**src/rtl/clkx_pkg.sv**
```systemverilog
package clkx_pkg;
  localparam int NSRC = 6;
  localparam int IX_SYS = 0;
  localparam int IX_BUS = 1;
  localparam int IX_HSE = 2;
  localparam int IX_HSI = 3;
  localparam int IX_LSE = 4;
  localparam int IX_LSI = 5;
  localparam logic [2:0] SEL_REF   = 3'b000;
  localparam logic [2:0] SEL_BUS16 = 3'b001;
  localparam logic [2:0] SEL_SYS16 = 3'b010;
  localparam logic [2:0] SEL_HSE16 = 3'b011;
  localparam logic [2:0] SEL_HSI16 = 3'b100;
  localparam logic [2:0] SEL_LSE   = 3'b101;
  localparam logic [2:0] SEL_LSI   = 3'b110;
  localparam logic [2:0] SEL_OFF   = 3'b111;
endpackage

```
**src/rtl/clkx_sampler.sv**
```systemverilog
module clkx_sampler #(
  parameter int N = 6
) (
  input  logic         clk,
  input  logic         rst,
  input  logic [N-1:0] raw,
  output logic [N-1:0] lvl,
  output logic [N-1:0] rise
);
  logic [N-1:0] q_now, q_old;

  for (genvar i = 0; i < N; i++) begin : g_bit
    always_ff @(posedge clk) begin
      if (rst) begin
        q_now[i] <= 1'b0;
        q_old[i] <= 1'b0;
      end else begin
        q_now[i] <= raw[i];
        q_old[i] <= q_now[i];
      end
    end
    assign rise[i] = q_now[i] & ~q_old[i];
  end

  assign lvl = q_now;
endmodule

```
**src/rtl/clkx_divider.sv**
```systemverilog
module clkx_divider #(
  parameter int CW = 9
) (
  input  logic          clk,
  input  logic          rst,
  input  logic          clr,
  input  logic          tick,
  input  logic [CW-1:0] half,
  output logic          wave
);
  logic [CW-1:0] cnt;

  always_ff @(posedge clk) begin
    if (rst || clr) begin
      cnt  <= '0;
      wave <= 1'b0;
    end else if (tick) begin
      if (cnt == half - 1'b1) begin
        cnt  <= '0;
        wave <= ~wave;
      end else begin
        cnt <= cnt + 1'b1;
      end
    end
  end

  // the count stays below the half period, so both phases are equal
  a_r11_count_bound: assert property (@(posedge clk) disable iff (rst)
    (!clr && half != '0) |=> (cnt < $past(half)));
endmodule

```
**src/rtl/clk_export_mux.sv**
```systemverilog
module clk_export_mux #(
  parameter int PW      = 8,
  parameter int FIX_DIV = 16
) (
  input  logic          clk,
  input  logic          rst,
  input  logic          sys_ck,
  input  logic          bus_ck,
  input  logic          hse_ck,
  input  logic          hsi_ck,
  input  logic          lse_ck,
  input  logic          lsi_ck,
  input  logic [2:0]    sel,
  input  logic [PW-1:0] presc,
  output logic          ck_out
);
  import clkx_pkg::*;

  localparam int CW = PW + 1;
  localparam logic [CW-1:0] FIX_HALF = CW'(FIX_DIV / 2);

  logic [NSRC-1:0] lvl, rise;
  logic [2:0]      cur_sel;
  logic [PW-1:0]   cur_pre;
  logic            pend, swap, tick, wave;
  logic [CW-1:0]   half;
  logic            nxt_out;

  clkx_sampler #(.N(NSRC)) u_samp (
    .clk  (clk),
    .rst  (rst),
    .raw  ({lsi_ck, lse_ck, hsi_ck, hse_ck, bus_ck, sys_ck}),
    .lvl  (lvl),
    .rise (rise)
  );

  assign pend = (sel != cur_sel) || (presc != cur_pre);
  assign swap = pend && !ck_out;

  always_comb begin
    tick = 1'b0;
    case (cur_sel)
      SEL_REF, SEL_SYS16: tick = rise[IX_SYS];
      SEL_BUS16:          tick = rise[IX_BUS];
      SEL_HSE16:          tick = rise[IX_HSE];
      SEL_HSI16:          tick = rise[IX_HSI];
      default:            tick = 1'b0;
    endcase
  end

  assign half = (cur_sel == SEL_REF) ? ({1'b0, cur_pre} + 1'b1) : FIX_HALF;

  clkx_divider #(.CW(CW)) u_div (
    .clk  (clk),
    .rst  (rst),
    .clr  (swap),
    .tick (tick),
    .half (half),
    .wave (wave)
  );

  always_comb begin
    case (cur_sel)
      SEL_LSE: nxt_out = lvl[IX_LSE];
      SEL_LSI: nxt_out = lvl[IX_LSI];
      SEL_OFF: nxt_out = 1'b0;
      default: nxt_out = wave;
    endcase
  end

  always_ff @(posedge clk) begin
    if (rst) begin
      cur_sel <= SEL_OFF;
      cur_pre <= '0;
      ck_out  <= 1'b0;
    end else if (swap) begin
      cur_sel <= sel;
      cur_pre <= presc;
      ck_out  <= 1'b0;
    end else begin
      ck_out <= nxt_out;
    end
  end

  // the active code only moves across a low output
  a_r9_switch_low: assert property (@(posedge clk) disable iff (rst)
    (cur_sel != $past(cur_sel)) |-> (!$past(ck_out) && !ck_out));

  // unused code keeps the pin low
  a_r8_off_low: assert property (@(posedge clk) disable iff (rst)
    (cur_sel == SEL_OFF) |-> !ck_out);

  // passthrough tracks the sampled low-speed level
  a_r7_pass_lse: assert property (@(posedge clk) disable iff (rst)
    (cur_sel == SEL_LSE && $past(cur_sel) == SEL_LSE) |-> (ck_out == $past(lvl[IX_LSE])));
endmodule

```
**config.mk**
```make
export PLATFORM = sky130hd
export DESIGN_NAME = clk_export_mux
export DESIGN_NICKNAME = d
export VERILOG_FILES = /design/src/rtl/clkx_pkg.sv /design/src/rtl/clkx_sampler.sv /design/src/rtl/clkx_divider.sv /design/src/rtl/clk_export_mux.sv
export SDC_FILE = /design/constraint.sdc
export NUM_CORES = 1
export LEC_CHECK = 0
export ABC_CLOCK_PERIOD_IN_PS = 4240
export CAP_MARGIN = 0
export CELL_PAD_IN_SITES_DETAIL_PLACEMENT = 0
export CELL_PAD_IN_SITES_GLOBAL_PLACEMENT = 1
export CORE_MARGIN = 4
export CORE_UTILIZATION = 35
export CTS_CLUSTER_DIAMETER = 40
export DETAILED_ROUTE_END_ITERATION = 16
export GPL_TIMING_DRIVEN = 0
export PLACE_DENSITY = 0.64
export SLEW_MARGIN = 40
export SYNTH_ARGS = -nofsm -noshare
export SYNTH_HDL_FRONTEND = slang
export SYNTH_HIERARCHICAL = 1
export SYNTH_SLANG_ARGS = --single-unit
```
**constraint.sdc**
```tcl
create_clock -name clk -period 4.24 [get_ports clk]
set_input_delay 0.424 -clock clk [delete_from_list [all_inputs] [get_ports clk]]
set_output_delay 0.424 -clock clk [all_outputs]
set_load 0.03 [all_outputs]
```
# Yosys cells after proc, flatten, opt, wreduce, memory -nomap -nowiden
# Index checks and enable logic that the tools add are counted.
# classes
n_addsub,3
n_eq_ne,10
mux,4
bitwise_logic,9
reduce_logical,8
# ops
cell,n
9-bit two-way mux,2
"3-bit equality test, second input constant",4
"8-bit by 1-bit adder with 9-bit output, second input constant",1
"9-bit by 1-bit adder with 9-bit output, second input constant",1
9-bit equality test,1
"9-bit by 1-bit subtractor with 9-bit output, second input constant",1
8-bit inequality test,1
"3-bit by 2-bit equality test with 1-bit output, second input constant",2
1-bit inverter,5
1-bit bitwise AND,4
1-bit one-hot mux with 4 select lines,1
2-bit OR reduction,2
"3-bit by 1-bit equality test with 1-bit output, second input constant",1
3-bit logical NOT,1
3-bit inequality test,1
1-bit one-hot mux with 3 select lines,1
1-bit logical OR,2
2-bit AND reduction,1
1-bit logical AND,1
1-bit logical NOT,1
# totals
register_bits,32
out_inout_bits,1
elab_cells,49

# Depth between registers and ports, before layout
# logic_depth
depth_word,5
ltp_mapped,13
ltp_nobuf,11

# By module
# The synthesis kept the hierarchy.
# by_module_without_submodules
mod,n_inst,cells_each,area_each_um2
clk_export_mux,1,110,882.1
clkx_divider,1,101,842.1
clkx_sampler,1,31,404.1

# Least setup slack after synthesis
# OpenSTA, ideal clock, no wires.
# synth_timing
path_type,flip-flop to flip-flop
from,register cur_sel[1]
to,register u_div.cnt[4]
setup_time_ps,116
t_arrival_ps,2450
path_slack_ps,1675
stages_incl_launch_ff,14
path_buffers,2
period_less_slack_ps,2565
cell_sequence,dfxtp_1 > buf_6 > inv_1 > nand3_1 > nor2_1 > inv_1 > ha_1 > buf_2 > xnor3_1 > and3_1 > o21ai_2 > a221oi_4 > nand3_2 > and3_1
# synth_via
elab_chain_cells,5
elab_cells_between_ends,15
classes_between,add/sub (1); eq/ne (6); mux (3); reduce/logical (5)
# synth_lines
item,line_no,text
"start, declared",clk_export_mux.sv:23,logic [2:0] cur_sel;
"start signal, assigned",clk_export_mux.sv:77,cur_sel <= sel;
3-bit logical NOT,clk_export_mux.sv:51,"assign half = (cur_sel == SEL_REF) ? ({1'b0, cur_pre} + 1'b1) : FIX_HALF;"
9-bit two-way mux,clk_export_mux.sv:51,
named net half[0],clk_export_mux.sv:26,logic [CW-1:0] half;
9-bit by 1-bit subtractor with 9-bit output,clkx_divider.sv:18,if (cnt == half - 1'b1) begin
9-bit equality test,clkx_divider.sv:18,
9-bit two-way mux,clkx_divider.sv:18,
"end signal, assigned",clkx_divider.sv:22,cnt <= cnt + 1'b1;
"end, declared",clkx_divider.sv:11,logic [CW-1:0] cnt;
# The timed path passes the listed nets, and every way through them passes these cells.
# A chain may end at the register's enable or synchronous reset.

# Worst setup path in the final report
# layout_timing
from,register cur_sel[0]
to,register u_div.cnt[8]
# The elaborated chain is that of the path after synthesis.

==> summary by stage <==
Status
The flow ran to the end, and the final reports show no timing, DRC or antenna violations.

Timing
The worst hold-check slack is 0.456 ns. Setup repair after global routing left no endpoint under its margin. The final count of pins violating max slew was 0. At the pin with the least slew margin, the transition time is 0.650 ns. On the final layout, the worst clock skew is 0.00516 ns.

Static timing analysis puts the maximum clock frequency at ~320 MHz. The count of endpoints failing hold in the final timing report is 0. In this run the tightest slew margin relative to its limit is a little under three fifths. After layout, the worst path uses slightly above 70% of the clock period.

The worst path needs 3.09 ns of the cycle, external delays included. Once routing completed, OpenROAD measured the worst setup slack at 1.15 ns. Setup total negative slack on the finished layout was measured at 0 ns. Setup violations remaining at the end of the flow were counted as 0.

Clocking
After clock tree synthesis, the repair step resized 0 gates. The CTS root buffer is sky130_fd_sc_hd__clkbuf_8. The maximum buffer depth of the clock tree is 2. The count of hold-fix buffers inserted at cts is 0.

Buffers inserted during clock tree synthesis total 5. The CTS clock-pin slew for the worst setup and hold paths is approximately 0.070 ns. The later pin in the worst-skew pair is clocked with a latency of about 0.28 ns. Post-CTS timing repair inserted 0 buffers for setup.

The clock drives 32 sinks. The CTS tree is yes. The H-tree generated during clock tree synthesis spans 2 levels.

Synthesis
The count of mapped cells out of synthesis is 236. The number of warnings printed during yosys synthesis is 6. The synthesized area per cell is 8.70 um^2. The mapped cell area is approximately 2100 um^2. The number of nets in the synthesized netlist is 258.

Worst setup path
Along the worst path, the maximum fanout reaches 8. STA classifies the critical path startpoint as a register. The worst setup path is captured at a register. For the worst setup path, the data arrival time is around 3.3 ns. The category of the critical setup timing path is reg2reg.

Data on the critical path is required at its endpoint by about 4.4 ns. The depth of the worst register-to-register path is 12.

Pwr
The net switching share of the total power is about a quarter. The power per cell area is 263 nW/um^2. Summed over all nets, the switching power comes to 0.169 mW. Summed over all cells, the static leakage comes to 0.889 nW. Across the VDD grid, the largest voltage drop is about 0.17 mV. The internal power is 0.470 mW. The share of total power dissipated in the clock network is 36.6%.

The share of total power dissipated in combinational logic is around 13%. Total power for the finished layout comes to 0.639 mW. The share of total power dissipated in sequential elements is 50.7%.

GRT
The first global-routing pass estimated 7940 um of wire. Global routing finished with a remaining overflow of 0. The global routing met3 resource utilization is 2.85%. The number of antenna violations at the first check in global routing is 0. In the global route stage, overall resource usage came out at 13.5%. The number of global-route vias before repair is 1,722. Entering global routing, the biggest net connects 12 pins.

For met2 alone, demand over resource in global routing was a little over a fifth. For met1 alone, demand over resource in global routing was between 10% and 20%. The busiest layer in global routing is met2.

Floorplanning
The die covers 7160 um^2. The floorplan step defined a core boundary enclosing 5610 um^2. The starting density of the core is 36.6%. The standard-cell row count is 27. From bottom edge to top edge, the die measures 84.6 um. The top-level port count is 20. In this run the horizontal extent of the chip is 84.6 um.

Cells and area
The synthesis-to-layout area growth is 18.3%. The fraction of layout cells with a size suffix above 1 is 11.8%. The finished cells cover 2430 um^2. For this run, the share of the core covered by cells in the final layout is 43.3%. In the layout the commonest cells are sky130_fd_sc_hd__dfxtp_1 (32), sky130_fd_sc_hd__xnor2_1 (19), sky130_fd_sc_hd__nor2_1 (19), sky130_fd_sc_hd__clkdlybuf4s50_1 (19), sky130_fd_sc_hd__nand2_1 (14).

At the end of the flow, the number of nets in the layout was 284. The final standard cell count with taps included and fillers excluded is 335. The filler cell count is 600. The antenna diode count is 0.

The leading cell type in the layout, fill and taps excluded is sky130_fd_sc_hd__dfxtp_1.

Route
The mean number of vias per cell is 5.09. The first-pass iteration count of the detailed router is 4. The final wirelength is 4450 um. Detailed routing inserted a total of 1,704 vias. The remaining routing DRC violations is 0. Dividing the detail-routed wire length by the instance count gives 13.3 um. The count of antenna-violating nets left after detailed routing is 0. For this block, the initial DRC count from the detailed router was 55.

Place
Timing analysis after detailed placement gives a worst setup slack of 1.16 ns. The cell total after placement is 327. The final RePlAce weighted congestion is 0.795. The estimated wirelength of the detail-placed design is ~3400 um. The placed instances occupy a cell area of 2340 um^2. Input and output buffers added on the ports amount to 19.

Job
Across the run, the number of max-cap violations was 0.

Worst hold path
Counting instances, the worst hold path has a depth of 1. The min-delay analysis places its worst path in the category reg2reg.
## worst paths after layout
| kind | slack [ns] | to | from |
|---|---|---|---|
| max | 1.15 | u_div/cnt[8]$_SDFFE_PP0P_ | cur_sel[0]$_SDFFE_PP1P_ |
| min | 0.46 | u_samp/q_old[2]$_SDFF_PP0_ | u_samp/lvl[2]$_SDFF_PP0_ |
| max reg2reg | 1.15 | u_div/cnt[8]$_SDFFE_PP0P_ | cur_sel[0]$_SDFFE_PP1P_ |
| min reg2reg | 0.46 | u_samp/q_old[2]$_SDFF_PP0_ | u_samp/lvl[2]$_SDFF_PP0_ |
## state kept, by name, summed over array words and instances (netlist names)
name,count
u_div/wave,1
ck_out,1
cur_pre,8
u_div/cnt,9
u_samp/lvl,6
cur_sel,3
u_samp/q_old,4
## critical path, cell delays in order, from the launching register on
cell                       delay [ns]
sky130_fd_sc_hd__dfxtp_1         0.36
sky130_fd_sc_hd__inv_1           0.17
sky130_fd_sc_hd__nand3_1         0.24
sky130_fd_sc_hd__nor2_1          0.39
sky130_fd_sc_hd__inv_1           0.09
sky130_fd_sc_hd__ha_1            0.20
sky130_fd_sc_hd__buf_2           0.17
sky130_fd_sc_hd__o21bai_1        0.18
sky130_fd_sc_hd__a31oi_1         0.17
sky130_fd_sc_hd__mux2i_1         0.10
sky130_fd_sc_hd__o22ai_1         0.42
sky130_fd_sc_hd__nand3_2         0.25
sky130_fd_sc_hd__and3_1          0.24
## metal layers
metal / part of all wire [%] / vias to the layer above / routed length (um)
li1: - / 891 / -
met1: 51 / 797 / 2280
met2: 46 / 14 / 2040
met3: 2.4 / 2 / 106
met4: 0.56 / 0 / 25
met5: 0 / - / 0
## power groups by stage
stage	registers [mW]	clock network (mW)	logic, mW
floorplan	0.327	0	0.0523
global placement	0.331	0	0.0806
detailed placement	0.331	0	0.0813
CTS	0.324	0.248	0.0820
global route	0.326	0.259	0.0907
finish	0.324	0.234	0.0814
## layout make-up
cell class / instances / area (um^2) / share of cell area, %
Clock buffer: 5 / 68.8 / 2.83
Multi-Input combinational cell: 189 / 1350 / 55.4
Sequential cell: 32 / 641 / 26.4
Clock inverter: 3 / 18.8 / 0.773
Tap cell: 72 / 90.1 / 3.71
Timing Repair Buffer: 19 / 190 / 7.83
Buffer: 6 / 41.3 / 1.70
Inverter: 9 / 33.8 / 1.39
Note: power is estimated with default switching activity, not from simulation.
